File: src/rtl/carrier_pkg.sv
package carrier_pkg;
  parameter int unsigned CG_CNT_W = 8;
  parameter int unsigned CG_SEL_W = 2;
  typedef enum logic {PH_LOW = 1'b0, PH_HIGH = 1'b1} phase_e;
endpackage

File: src/rtl/cg_prescaler.sv
module cg_prescaler
  import carrier_pkg::*;
#(
  parameter int unsigned SEL_W = CG_SEL_W
) (
  input  logic             clk,
  input  logic             rst_n,
  input  logic             run,
  input  logic [SEL_W-1:0] div_sel,
  output logic             tick
);
  localparam int unsigned DIV_W = (1 << SEL_W) - 1;

  logic [DIV_W-1:0] div_q, div_d, limit;

  always_comb begin
    for (int i = 0; i < DIV_W; i++) limit[i] = (i < int'(div_sel));
    tick = run && (div_q >= limit);
    if (!run || tick) div_d = '0;
    else              div_d = div_q + DIV_W'(1);
  end

  always_ff @(posedge clk or negedge rst_n) begin
    if (!rst_n) div_q <= '0;
    else        div_q <= div_d;
  end

  // with a divide above one, a tick is never followed at once by another
  assert_tick_gap_R3: assert property (@(posedge clk) disable iff (!rst_n)
    (tick && div_sel != '0) |=> (!tick || div_sel == '0));
  // stopping the generator restarts the divider
  assert_div_restart_R9: assert property (@(posedge clk) disable iff (!rst_n)
    !run |=> (div_q == '0));
endmodule

File: src/rtl/cg_set_latch.sv
module cg_set_latch
  import carrier_pkg::*;
#(
  parameter int unsigned CNT_W = CG_CNT_W
) (
  input  logic             clk,
  input  logic             rst_n,
  input  logic             load,
  input  logic             set_sel,
  input  logic [CNT_W-1:0] pri_high,
  input  logic [CNT_W-1:0] pri_low,
  input  logic [CNT_W-1:0] alt_high,
  input  logic [CNT_W-1:0] alt_low,
  output logic [CNT_W-1:0] hi_len,
  output logic [CNT_W-1:0] lo_len,
  output logic             zero_err
);
  logic [CNT_W-1:0] pick_hi, pick_lo, hi_d, lo_d;
  logic             err_d;

  always_comb begin
    pick_hi = set_sel ? alt_high : pri_high;
    pick_lo = set_sel ? alt_low  : pri_low;
    hi_d    = hi_len;
    lo_d    = lo_len;
    err_d   = zero_err;
    if (load) begin
      hi_d  = (pick_hi == '0) ? CNT_W'(1) : pick_hi;
      lo_d  = (pick_lo == '0) ? CNT_W'(1) : pick_lo;
      err_d = zero_err || (pick_hi == '0) || (pick_lo == '0);
    end
  end

  always_ff @(posedge clk or negedge rst_n) begin
    if (!rst_n) begin
      hi_len   <= CNT_W'(1);
      lo_len   <= CNT_W'(1);
      zero_err <= 1'b0;
    end else begin
      hi_len   <= hi_d;
      lo_len   <= lo_d;
      zero_err <= err_d;
    end
  end

  // the error flag never clears without reset
  assert_err_sticky_R8: assert property (@(posedge clk) disable iff (!rst_n)
    zero_err |=> zero_err);
  // active lengths move only on a load
  assert_len_hold_R7: assert property (@(posedge clk) disable iff (!rst_n)
    !load |=> ($stable(hi_len) && $stable(lo_len)));
  // active lengths are never zero
  assert_len_nonzero_R8: assert property (@(posedge clk) disable iff (!rst_n)
    (hi_len != '0) && (lo_len != '0));
endmodule

File: src/rtl/cg_phase_ctr.sv
module cg_phase_ctr
  import carrier_pkg::*;
#(
  parameter int unsigned CNT_W = CG_CNT_W
) (
  input  logic             clk,
  input  logic             rst_n,
  input  logic             run,
  input  logic             tick,
  input  logic [CNT_W-1:0] hi_len,
  input  logic [CNT_W-1:0] lo_len,
  output phase_e           phase,
  output logic             boundary
);
  logic [CNT_W-1:0] cnt_q, cnt_d, cur_len;
  phase_e           phase_d;
  logic             last;

  always_comb begin
    cur_len  = (phase == PH_HIGH) ? hi_len : lo_len;
    last     = (cnt_q == cur_len - CNT_W'(1));
    boundary = tick && last && (phase == PH_LOW);
    cnt_d    = cnt_q;
    phase_d  = phase;
    if (!run) begin
      cnt_d   = '0;
      phase_d = PH_HIGH;
    end else if (tick) begin
      if (last) begin
        cnt_d   = '0;
        phase_d = (phase == PH_HIGH) ? PH_LOW : PH_HIGH;
      end else begin
        cnt_d = cnt_q + CNT_W'(1);
      end
    end
  end

  always_ff @(posedge clk or negedge rst_n) begin
    if (!rst_n) begin
      cnt_q <= '0;
      phase <= PH_HIGH;
    end else begin
      cnt_q <= cnt_d;
      phase <= phase_d;
    end
  end

  // the tick count stays inside the active phase length
  assert_cnt_in_range_R2: assert property (@(posedge clk) disable iff (!rst_n)
    run |-> (cnt_q < cur_len));
  // stopped generator restarts at the start of a high phase
  assert_restart_high_R9: assert property (@(posedge clk) disable iff (!rst_n)
    !run |=> (phase == PH_HIGH && cnt_q == '0));
endmodule

File: src/rtl/carrier_gen.sv
module carrier_gen
  import carrier_pkg::*;
#(
  parameter int unsigned CNT_W = CG_CNT_W,
  parameter int unsigned SEL_W = CG_SEL_W
) (
  input  logic             clk,
  input  logic             rst_n,
  input  logic             enable,
  input  logic             hold_high,
  input  logic [SEL_W-1:0] div_sel,
  input  logic [CNT_W-1:0] pri_high,
  input  logic [CNT_W-1:0] pri_low,
  input  logic [CNT_W-1:0] alt_high,
  input  logic [CNT_W-1:0] alt_low,
  input  logic             set_sel,
  output logic             carrier_out,
  output logic             period_end,
  output logic             zero_err
);
  logic             run, tick, boundary, load;
  logic [CNT_W-1:0] hi_len, lo_len;
  phase_e           phase;

  assign run  = enable && !hold_high;
  assign load = !run || boundary;

  cg_prescaler #(.SEL_W(SEL_W)) i_presc (
    .clk(clk), .rst_n(rst_n), .run(run), .div_sel(div_sel), .tick(tick)
  );

  cg_set_latch #(.CNT_W(CNT_W)) i_sets (
    .clk(clk), .rst_n(rst_n), .load(load), .set_sel(set_sel),
    .pri_high(pri_high), .pri_low(pri_low),
    .alt_high(alt_high), .alt_low(alt_low),
    .hi_len(hi_len), .lo_len(lo_len), .zero_err(zero_err)
  );

  cg_phase_ctr #(.CNT_W(CNT_W)) i_phase (
    .clk(clk), .rst_n(rst_n), .run(run), .tick(tick),
    .hi_len(hi_len), .lo_len(lo_len), .phase(phase), .boundary(boundary)
  );

  assign carrier_out = hold_high || (enable && phase == PH_HIGH);
  assign period_end  = boundary;

  // the period strobe never lasts two cycles
  assert_strobe_single_R4: assert property (@(posedge clk) disable iff (!rst_n)
    period_end |=> !period_end);
  // each new period opens with a high phase
  assert_new_period_high_R7: assert property (@(posedge clk) disable iff (!rst_n)
    period_end |=> (carrier_out || !enable));
  // no strobe while held high
  assert_hold_quiet_R10: assert property (@(posedge clk) disable iff (!rst_n)
    hold_high |=> (!period_end || !hold_high));
endmodule

File: config.mk
export PLATFORM = sky130hd
export DESIGN_NAME = carrier_gen
export DESIGN_NICKNAME = d
export VERILOG_FILES = /design/src/rtl/carrier_pkg.sv /design/src/rtl/cg_prescaler.sv /design/src/rtl/cg_set_latch.sv /design/src/rtl/cg_phase_ctr.sv /design/src/rtl/carrier_gen.sv
export SDC_FILE = /design/constraint.sdc
export NUM_CORES = 1
export LEC_CHECK = 0
export ABC_AREA = 1
export BUFFER_PORTS_ARGS = -buffer_cell sky130_fd_sc_hd__buf_4
export CELL_PAD_IN_SITES_DETAIL_PLACEMENT = 0
export CELL_PAD_IN_SITES_GLOBAL_PLACEMENT = 1
export CORE_ASPECT_RATIO = 2
export CORE_MARGIN = 1
export CORE_UTILIZATION = 36
export CTS_BUF_LIST = sky130_fd_sc_hd__clkbuf_16
export DETAILED_ROUTE_END_ITERATION = 16
export GPL_TIMING_DRIVEN = 0
export PLACE_DENSITY_LB_ADDON = 0.1
export SLEW_MARGIN = 40
export SYNTH_ARGS = -nofsm -noshare
export SYNTH_HDL_FRONTEND = slang
export SYNTH_SLANG_ARGS = --single-unit
File: constraint.sdc
create_clock -name clk -period 3.3 [get_ports clk]
set_input_delay 0.99 -clock clk [delete_from_list [all_inputs] [get_ports clk]]
set_output_delay 0.99 -clock clk [all_outputs]
set_load 0.03 [all_outputs]
* Yosys cells after proc, flatten, opt, wreduce, memory -nomap -nowiden
Index checks and enable logic that the tools add are counted.
Word-level totals: output and inout port bits 3, register bits after elaboration 29, input port bits 39, word-level logic and storage cells 45
Operators by class: equality and inequality tests 3, reduce and logical (&&, ||, !) cells 15, add/subtract/negate cells 3, multiplexer cells 13, magnitude comparators 4, bitwise operators 1
Operator list (number):
- $mux W8 | 8
- $logic_not A8 Y1 | 2
- $add A8 B1 Y8 const B | 1
- $eq A8 B8 Y1 | 1
- $sub A8 B1 Y8 const B | 1
- $logic_and A1 B1 Y1 | 5
- $logic_or A1 B1 Y1 | 5
- $lt A1 B2 Y1 const A | 2
- $mux W1 | 4
- $ne A2 B2 Y1 const B | 2
- $add A3 B1 Y3 const B | 1
- $ge A3 B3 Y1 | 1
- $mux W3 | 1
- $logic_not A1 Y1 | 2
- $lt A2 B2 Y1 const A | 1
- $reduce_and A2 Y1 | 1
- $not A1 Y1 | 1

* Logic depth before layout (Yosys ltp)
Gate-level depths: netlist of run 1.
depth in word-level cells 6, gate-level depth with buffers 18, mapped depth without buffers 15

* By module
A second synthesis of run 1 with hierarchy kept.
Unflattened totals: cells, all modules 348, area, all modules 2197.1 um^2
By module, submodules not included:
- cg_set_latch | cells an instance 155, sequential area each 427.9 um^2, area each 1013.5 um^2, instances 1
- cg_phase_ctr | cells an instance 162, sequential area each 226.5 um^2, area each 947.2 um^2, instances 1
- cg_prescaler | cells an instance 24, sequential area each 75.1 um^2, area each 206.4 um^2, instances 1
- carrier_gen | cells an instance 7, sequential area each 0.0 um^2, area each 30.0 um^2, instances 1

* Worst setup path after synthesis of run 1
No wires, ideal clock.
path type register to output, from reg i_phase.phase, to out period_end, data required time 2.310 ns, slack -0.188 ns, cell stages (with the launch flop) 15, data arrival time 2.498 ns, path buffers 3, cells stage by stage dfstp_2 > buf_6 > inv_4 > buf_12 > nand2_4 > nand2_4 > ha_1 > xor2_1 > nand3_1 > nor2_2 > nand3_1 > nor2_4 > nand4_4 > buf_6 > nor3_2
On the way: longest elaborated chain between the ends 5, elaborated cells on any way between the ends 6, those cells by class add/sub (1); eq/ne (1); mux (1); bitwise (1); reduce/logical (2)
RTL lines:
- from (decl) | line cg_phase_ctr.sv:12 | output phase_e phase,
- from (signal assigned) | line cg_phase_ctr.sv:44 | phase <= phase_d;
- $mux W8 | line cg_phase_ctr.sv:20 | cur_len = (phase == PH_HIGH) ? hi_len : lo_len;
- $sub A8 B1 Y8 | line cg_phase_ctr.sv:21 | last = (cnt_q == cur_len - CNT_W'(1));
- $eq A8 B8 Y1 | line cg_phase_ctr.sv:21
- $logic_and A1 B1 Y1 | line cg_phase_ctr.sv:22 | boundary = tick && last && (phase == PH_LOW);
- $logic_and A1 B1 Y1 * | line cg_phase_ctr.sv:22
- to (decl) | line carrier_gen.sv:18 | output logic period_end,
Every way passes the cells marked *; elsewhere a longest branch is shown, timed or not.

* Worst setup path in the final report of run 1
Same ends and word-level chain as after synthesis.

==> flow_metrics.py, run 1 <==
metrics = {
    "placement": {
        "hpwl_mm": 4.979,
        "placed_area_um2": 2718,
        "port_buffers": 40,
        "gp_congestion": 0.8340,
    },
    "finish": {
        "multiInputGateArea_um2": 1311,
        "seq_area_um2": 729.5,
        "fin_area_um2": 2938,
        "drive_gt1_frac": 0.2826,
        "final_nets": 412,
        "syn_to_final_growth_pct": 29.37,
        "fillers": 631,
        "antenna_cells": 0,
    },
    "run_status": {
        "status": "finished with violations",
        "violations": "negative setup slack",
    },
    "critical_path": {
        "end_kind": "output port",
        "crit_type": "reg -> out",
        "crit_fanout": 4,
        "cp.arrival_ns": 2.43,
        "reg2reg_to": "i_sets.lo_len[2]",
        "crit_required_ns": 2.31,
        "reg2reg_slack_ns": 0.74,
        "r2r-start": "i_phase.phase",
        "reg2regPathDepth": 18,
        "start_kind": "flip-flop",
    },
    "power": {
        "power_switching_mw": 0.3582,
        "total_power_mw": 1.139,
        "p_int_mw": 0.7809,
        "vdd_drop_max_mv": 0.2117,
        "powerDensity_nw_per_um2": 387.8,
        "combinationalPowerShare": 0.255,
        "power_leakage_nw": 1.539,
        "power_frac_seq": 0.353,
        "clkPwrFrac": 0.391,
        "p_sw_frac": 0.3145,
    },
    "die": {
        "io_pins": 42,
        "initial_core_util": 0.3750,
        "die_w_um": 58.16,
        "die_y_um": 114.3,
        "die_area_um2": 6649,
        "rows": 40,
        "core-area_um2": 6056,
    },
    "cts": {
        "cts_buffer_depth": 2,
        "insertion_delay_ns": 0.28,
        "cts_sinks": 29,
        "clk_pin_slew_worst_paths_ns": 0.05,
        "cts_inserted_buffers": 5,
        "ctsHoldBuffers": 0,
        "ctsHtreeMaxLevel": 2,
        "clockRootBuffer": "clkbuf_16",
        "cts_tree": "done",
    },
    "drt": {
        "drtIter0Drc": 37,
        "wirelength_mm": 6.126,
        "avgViaCountPerCell": 4.772,
        "drc": 0,
        "ant_nets": 0,
        "wire_per_inst_um": 13.55,
        "via_count": 2157,
        "drt-pass1-iter-count": 4,
    },
    "synth": {
        "synth-seq-cells": 29,
        "synth-seq-area-share": 0.3212,
        "yosysWarnings": 0,
        "synth_cell_types": 33,
        "synth_area_um2": 2271,
        "synth_area_per_cell_um2": 7.279,
        "synthesis.nets": 357,
        "syn_inst": 312,
    },
    "grt": {
        "grt_max_degree": 30,
        "grt_pass1_wl_mm": 10.18,
        "grt_pass1_vias": 2208,
        "gr-total-overflow": 0,
        "met1_usage": 0.1893,
        "grt_use_met3": 0.02486,
        "antenna_found_initial": 0,
        "gr-usage-all-layers": 0.2072,
        "met2_usage": 0.4046,
        "busiest_layer": "met2",
    },
    "timing": {
        "finalClockSkew_ns": 0.004375,
        "max_slew_margin": 0.6089,
        "hold_viol_final": 0,
        "setup_viol": 1,
        "fmax_ghz": 0.2921,
        "slew_viol_final": 0,
        "worst_slew_pin_slew_ns": 0.5867,
        "period_needed_ns": 3.424,
        "rsz0062_at_grt": "true",
        "finalCritPeriodShare": 1.038,
        "fin_ws_ns": -0.1241,
    },
    "worst_hold_path": {
        "hold_path.class": "reg -> reg",
        "hold_end": "i_sets.zero_err",
        "whs_path_depth": 2,
        "min_from": "i_sets.zero_err",
    },
    "flow_run": {
        "maxCapViolations": 0,
    },
}
[cells in the mapped netlist, drive strengths merged]
| cell type | number | share of area |
|---|---|---|
| nand2 | 101 | 0.19 |
| inv | 46 | 0.077 |
| nand3 | 39 | 0.086 |
| dfrtp | 26 | 0.29 |
| nand4 | 18 | 0.059 |
| nor2 | 15 | 0.035 |
| o21ai | 10 | 0.022 |
| buf | 9 | 0.039 |
| mux2 | 8 | 0.040 |
| nor3 | 8 | 0.020 |
| ha | 6 | 0.033 |
| xor2 | 6 | 0.023 |
| o22ai | 5 | 0.014 |
| mux2i | 4 | 0.018 |
| clkbuf | 3 | 0.0050 |
| dfstp | 3 | 0.035 |
| xnor2 | 2 | 0.0077 |
| a211oi | 1 | 0.0033 |
| o21bai | 1 | 0.0033 |
| or2 | 1 | 0.0028 |
[worst max-delay path by stage]
stage	startpoint	to	cells past startpoint
final	i_phase.phase	period_end	14
after global routing	i_phase.phase	period_end	14
after CTS	i_phase.phase	period_end	15
after detailed placement	div_sel[0]	period_end	9
after global placement	div_sel[0]	period_end	9
after floorplan	i_phase.phase	period_end	14
[state kept, by name, indices dropped and copies added (netlist names)]
name             cells
i_phase.cnt_q        8
i_phase.phase        1
i_presc.div_q        3
i_sets.hi_len        8
i_sets.lo_len        8
i_sets.zero_err      1
[kinds of logic after synthesis]
group | synth area share
mux | 0.05730
simple gates | 0.3945
flops | 0.3212
fa+ha+maj | 0.03306
xor+xnor | 0.03086
compound gates | 0.04243
buf+inv | 0.1207
[power groups by stage]
stage	clock (mW)	combinational, mW	sequential [mW]
2_1_floorplan	0	0.201	0.403
3_3_place_gp	0	0.285	0.408
3_5_place_dp	0	0.288	0.409
4_1_cts	0.456	0.294	0.403
5_1_grt	0.465	0.331	0.405
6_report	0.446	0.291	0.402
[cell type report]
cell class | count | area share
clock buffers | 5 | 0.04259
repair buffers | 49 | 0.1307
flip-flops and latches | 29 | 0.2483
inverters | 46 | 0.06048
plain buffers | 11 | 0.02981
well taps | 84 | 0.03578
multi-input cells | 225 | 0.4463
clock inverters | 3 | 0.005963
[routing by layer]
| metal | vias to the layer above | wire [um] |
|---|---|---|
| met4 | 0 | 338 |
| li1 | 1116 | - |
| met1 | 962 | 2026 |
| met2 | 63 | 3620 |
| met5 | - | 0 |
| met3 | 16 | 141 |
[critical path, stage by stage, from the launching register on]
cell     delay (ns)
dfstp_2        0.52
buf_6          0.11
inv_6          0.04
buf_12         0.12
nand2_4        0.05
nand2_4        0.06
ha_4           0.26
xor2_1         0.13
nand3_1        0.10
nor2_2         0.09
nand3_2        0.09
nor2_4         0.14
nand4_4        0.13
nor3_4         0.15
buf_6          0.15
[through the flow]
step,instances,hold slack [ns],setup TNS (ns),worst slack [ns],utilization
floorplan,312,0.4322,-0.03728,-0.03728,-
finish,452,0.4617,-0.1241,-0.1241,0.4851
detailed placement,436,0.4520,-0.2351,-0.2351,0.4488
CTS,452,0.4592,-0.2103,-0.2103,0.4853
global route,452,0.4771,-0.2824,-0.2824,0.4851
global placement,436,0.4465,-0.2165,-0.2165,0.4488
[cells in the final DEF, fill, tap and decap left out, types with 8 or more instances in the layout]
cell type  instances
nand2_1           84
nand2_2           13
inv_1             45
nand4_1           16
nor2_1            10
mux2_2             8
o21ai_0            8
buf_4             47
nand3_1           38
dfrtp_1           26
[repair_timing]
item                       4_1_cts  5_1_grt
gates cloned                     0        0
setup buffers                    8        1
gates resized for setup          2        1
setup endpoints to repair        1        1
pin swaps                        5        3
Power figures use the tool's default switching activity.
==> inputs of run 2 (changes only) <==
CORE_UTILIZATION = 33   (was 36)
==> run 2 against run 1 <==
  * First-iteration DRC count rose by 89%
  * Global-route usage down 0.52 points
  * Die area rose by 8.9%
  * Final cell count is 0.66% higher
  * Power decreased by 1.8%
  * The flow still finishes with violations (negative setup slack)
  * Clock skew decreased by 0.0013 ns
  * Fmax increased by 0.36%
  * Wire length rose by 2.1%
  * Worst setup slack improved by 0.012 ns
==> flow_metrics.py, run 2 (synthesis results as in run 1) <==
metrics = {
    "die": {
        "rows": 42,
        "die_y_um": 119.3,
        "die_w_um": 60.66,
        "io_pins": 42,
        "core-area_um2": 6621,
        "die_area_um2": 7238,
        "initial_core_util": 0.3430,
    },
    "cts": {
        "clk_pin_slew_worst_paths_ns": 0.05,
        "cts_sinks": 29,
        "cts_inserted_buffers": 5,
        "clockRootBuffer": "clkbuf_16",
        "ctsHoldBuffers": 0,
        "cts_tree": "done",
        "ctsHtreeMaxLevel": 2,
        "insertion_delay_ns": 0.28,
        "cts_buffer_depth": 2,
    },
    "critical_path": {
        "reg2regPathDepth": 16,
        "crit_required_ns": 2.31,
        "end_kind": "output port",
        "start_kind": "flip-flop",
        "reg2reg_slack_ns": 0.86,
        "reg2reg_to": "i_sets.hi_len[6]",
        "r2r-start": "i_phase.phase",
        "crit_type": "reg -> out",
        "crit_fanout": 3,
        "cp.arrival_ns": 2.42,
    },
    "run_status": {
        "violations": "negative setup slack",
        "status": "finished with violations",
    },
    "finish": {
        "seq_area_um2": 729.5,
        "instances_no_fill": 455,
        "final_cell_mix": "85 x nand2_1, 46 x buf_4, 45 x inv_1",
        "final_common_cell": "nand2_1",
        "final_nets": 411,
        "utilization": 0.4405,
        "drive_gt1_frac": 0.2752,
        "multiInputGateArea_um2": 1309,
        "fillers": 760,
        "antenna_cells": 0,
        "reg_top3": "i_phase.cnt_q x8, i_sets.hi_len x8, i_sets.lo_len x8",
        "syn_to_final_growth_pct": 28.43,
    },
    "drt": {
        "drt-pass1-iter-count": 4,
        "drc": 0,
        "ant_nets": 0,
        "via_count": 2117,
        "drtIter0Drc": 70,
        "wirelength_mm": 6.253,
        "wire_per_inst_um": 13.74,
        "avgViaCountPerCell": 4.653,
    },
    "timing": {
        "fin_ws_ns": -0.1118,
        "max_slew_margin": 0.5904,
        "tns_ns": -0.1118,
        "slew_viol_final": 0,
        "worst_slew_pin_slew_ns": 0.6144,
        "finalClockSkew_ns": 0.003076,
        "rsz0062_at_grt": "true",
        "fmax_ghz": 0.2931,
        "period_needed_ns": 3.412,
        "hold-worst-slack_ns": 0.4533,
        "setup_viol": 1,
        "finalCritPeriodShare": 1.034,
        "hold_viol_final": 0,
    },
    "worst_hold_path": {
        "min_from": "i_presc.div_q[0]",
        "whs_path_depth": 1,
        "hold_end": "i_presc.div_q[0]",
        "hold_path.class": "reg -> reg",
    },
    "power": {
        "powerDensity_nw_per_um2": 383.7,
        "power_leakage_nw": 1.527,
        "vdd_drop_max_mv": 0.2957,
    },
    "placement": {
        "port_buffers": 40,
        "hpwl_mm": 5.219,
        "gp_congestion": 0.8860,
        "dpl.cell_count": 440,
    },
    "grt": {
        "gr-total-overflow": 0,
        "antenna_found_initial": 0,
        "grt_pass1_vias": 2227,
        "grt_pass1_wl_mm": 10.46,
        "gr-usage-all-layers": 0.2020,
        "grt_max_degree": 30,
    },
    "flow_run": {
        "maxCapViolations": 0,
    },
}
## run 2: changes by cell type in the layout (fill, tap and decap cells not counted), sizes merged
cell  change
buf       -1
## run 2: per-layer routing
metal | up-vias | part of all wire | GRT usage
met5 | - | 0 | 0
met4 | 0 | 0.041 | 0.1065
li1 | 1117 | - | -
met1 | 943 | 0.32 | 0.1783
met2 | 44 | 0.62 | 0.4011
met3 | 13 | 0.018 | 0.02389
## run 2: timing repair
item | 4_1_cts | 5_1_grt
resized for setup | 2 | 0
gates cloned | 0 | 0
pin swaps | 6 | 3
buffers inserted | 8 | 0
endpoints found under the hold margin | 0 | 0
endpoints found under the setup margin | 1 | 1
## run 2: final cells by class
class / count / area share
Multi-Input combinational cell: 225 / 0.4487
Sequential cell: 29 / 0.2501
Timing Repair Buffer: 48 / 0.1261
Inverter: 46 / 0.06006
Clock buffer: 5 / 0.04290
Tap cell: 88 / 0.03775
Buffer: 11 / 0.03003
Clock inverter: 3 / 0.004290
## run 2: critical path, stage by stage, from the launching register on
cell	delay, ns
dfstp_2	0.52
buf_6	0.10
inv_4	0.04
buf_12	0.11
nand2_4	0.05
nand2_4	0.05
ha_4	0.26
xor2_1	0.13
nand3_1	0.12
nor2_2	0.11
nand3_2	0.09
nor2_4	0.15
nand4_4	0.12
nor3_4	0.14
buf_6	0.15
## run 2: worst max-delay path by stage
stage | from | endpoint | slack, ns | cells after the start
final | i_phase.phase | period_end | -0.11 | 14
after detailed placement | i_phase.phase | period_end | -0.27 | 15
after floorplan | i_phase.phase | period_end | -0.04 | 14
after global placement | i_phase.phase | period_end | -0.24 | 15
after global routing | i_phase.phase | period_end | -0.27 | 14
after CTS | i_phase.phase | period_end | -0.23 | 15
## run 2: per-stage QoR
stage          cell area [um2]  setup WS, ns  power, mW
3_3_place_gp              2723       -0.2429     0.6983
2_1_floorplan             2312      -0.03728     0.6039
5_1_grt                   2917       -0.2652      1.194
3_5_place_dp              2723       -0.2742     0.7016
6_report                  2917       -0.1118      1.119
4_1_cts                   2928       -0.2342      1.137
## run 2: where the power goes
group	internal (mW)	total (mW)	switching, mW	leakage, nW
logic	0.119	0.291	0.172	1.09
registers	0.385	0.403	0.0180	0.370
clock network	0.272	0.425	0.153	0.0687
==> inputs of run 3 (changes only) <==
CAP_MARGIN = 40   (was default)
GPL_ROUTABILITY_DRIVEN = 0   (was default)
SKIP_CTS_REPAIR_TIMING = 1   (was default)
==> run 3 against run 2 <==
  * The flow still finishes with violations (negative setup slack)
  * Sequential cell count unchanged
  * Clock skew down 0.00065 ns
  * Core utilization up 0.057 points
  * Fmax decreased by 4.4%
  * Die area unchanged
  * Highest routed layer unchanged
==> flow_metrics.py, run 3 (synthesis results as in run 1) <==
metrics = {
    "timing": {
        "fmax_ghz": 0.2803,
        "worst_slew_pin_slew_ns": 0.6269,
        "fin_ws_ns": -0.2678,
        "hold_viol_final": 0,
        "max_slew_margin": 0.5788,
        "finalCritPeriodShare": 1.081,
        "rsz0062_at_grt": "true",
        "slew_viol_final": 0,
        "setup_viol": 1,
        "period_needed_ns": 3.568,
        "finalClockSkew_ns": 0.002429,
        "hold-worst-slack_ns": 0.4534,
    },
    "critical_path": {
        "r2r-start": "i_phase.phase",
        "reg2reg_to": "i_sets.lo_len[2]",
        "end_kind": "output port",
        "path_common_cell": "buf_6",
        "critPathMaxStageDelay_ns": 0.52,
        "crit_required_ns": 2.31,
        "reg2reg_slack_ns": 0.88,
        "crit_type": "reg -> out",
        "cp.arrival_ns": 2.58,
        "crit_fanout": 6,
        "cp_slowest_cell": "dfstp_2",
        "path_cells": "buf_6 > inv_4 > buf_12 > nand2_4 > nand2_4 > ha_4 > xor2_1 > nand3_1 > nor2_2 > nand3_2 > nor2_4 > nand4_4 > buf_6 > nor3_4 > buf_6",
        "reg2regPathDepth": 16,
        "start_kind": "flip-flop",
    },
    "die": {
        "rows": 42,
        "die_y_um": 119.3,
        "die_w_um": 60.66,
        "io_pins": 42,
        "core-area_um2": 6621,
        "die_area_um2": 7238,
        "initial_core_util": 0.3430,
    },
    "run_status": {
        "status": "finished with violations",
        "violations": "negative setup slack",
    },
    "grt": {
        "gr-usage-all-layers": 0.1977,
        "grt_pass1_wl_mm": 10.27,
        "grt_pass1_vias": 2189,
        "gr-total-overflow": 0,
        "antenna_found_initial": 0,
        "grt_max_degree": 30,
    },
    "power": {
        "powerDensity_nw_per_um2": 383.5,
        "combinationalPowerShare": 0.261,
        "total_power_mw": 1.120,
        "power_frac_seq": 0.360,
        "clkPwrFrac": 0.379,
        "p_int_mw": 0.7762,
        "power_switching_mw": 0.3436,
        "vdd_drop_max_mv": 0.2957,
        "p_sw_frac": 0.3069,
        "power_leakage_nw": 1.526,
    },
    "worst_hold_path": {
        "min_from": "i_presc.div_q[0]",
        "hold_end": "i_presc.div_q[0]",
        "whs_path_depth": 1,
        "hold_path.class": "reg -> reg",
    },
    "finish": {
        "utilization": 0.4410,
        "final_cell_mix": "84 x nand2_1, 45 x inv_1, 44 x buf_4",
        "final_nets": 411,
        "fillers": 754,
        "drive_gt1_frac": 0.2779,
        "final_common_cell": "nand2_1",
        "reg_top3": "i_phase.cnt_q x8, i_sets.hi_len x8, i_sets.lo_len x8",
        "antenna_cells": 0,
        "instances_no_fill": 455,
        "syn_to_final_growth_pct": 28.60,
    },
    "cts": {
        "cts_tree": "done",
        "cts_buffer_depth": 2,
        "cts_sinks": 29,
        "clk_pin_slew_worst_paths_ns": 0.05,
        "insertion_delay_ns": 0.28,
        "cts_inserted_buffers": 5,
        "clockRootBuffer": "clkbuf_16",
        "ctsHtreeMaxLevel": 2,
    },
    "flow_run": {
        "maxCapViolations": 0,
    },
    "placement": {
        "hpwl_mm": 5.219,
        "dpl.cell_count": 440,
        "dp_slack_ns": -0.2742,
        "port_buffers": 40,
    },
    "drt": {
        "avgViaCountPerCell": 4.651,
        "drtIter0Drc": 61,
        "wire_per_inst_um": 13.69,
        "drt-pass1-iter-count": 4,
        "ant_nets": 0,
        "wirelength_mm": 6.227,
        "drc": 0,
        "via_count": 2116,
    },
}
run 3: routing by layer:
metal  vias up  routed length (um)  GRT usage  share of wire
li1       1119                   -          -              -
met3        13                 118    0.02389          0.019
met1       941                1999     0.1755           0.32
met2        43                3852     0.3901           0.62
met5         -                   0          0              0
met4         0                 256     0.1065          0.041
run 3: through the flow:
stage / area (um2) / TNS [ns]
4_1_cts: 2860 / -0.5773
5_1_grt: 2920 / -0.4004
3_3_place_gp: 2723 / -0.2429
2_1_floorplan: 2312 / -0.03728
3_5_place_dp: 2723 / -0.2742
6_report: 2920 / -0.2678
run 3: critical path: cells and delay by family (launching register included):
family / cells / cell delay, ns
adder cells (fa/ha/maj): 1 / 0.26
flip-flops: 1 / 0.52
AND/OR/NAND/NOR: 8 / 0.83
buffers and inverters: 5 / 0.56
XOR/XNOR: 1 / 0.14
run 3: power groups by stage:
| stage | combinational (mW) | clock, mW | sequential (mW) |
|---|---|---|---|
| final | 0.292 | 0.425 | 0.403 |
| after global routing | 0.335 | 0.453 | 0.406 |
| after CTS | 0.294 | 0.436 | 0.403 |
| after detailed placement | 0.293 | 0 | 0.409 |
| after global placement | 0.290 | 0 | 0.408 |
| after floorplan | 0.201 | 0 | 0.403 |
run 3: how the worst max path moves through the flow:
stage,slack (ns),cells after the start,from,end
after CTS,-0.58,15,i_phase.phase,period_end
after global placement,-0.24,15,i_phase.phase,period_end
final,-0.27,15,i_phase.phase,period_end
after floorplan,-0.04,14,i_phase.phase,period_end
after detailed placement,-0.27,15,i_phase.phase,period_end
after global routing,-0.40,15,i_phase.phase,period_end
run 3: layout make-up:
class	count	area [um2]	share of cell area
multi-input cells	225	1311	0.4490
flip-flops and latches	29	729.5	0.2498
repair buffers	47	357.8	0.1225
inverters	46	175.2	0.05998
clock buffers	5	125.1	0.04284
well taps	88	110.1	0.03770
plain buffers	12	98.84	0.03385
clock inverters	3	12.51	0.004284
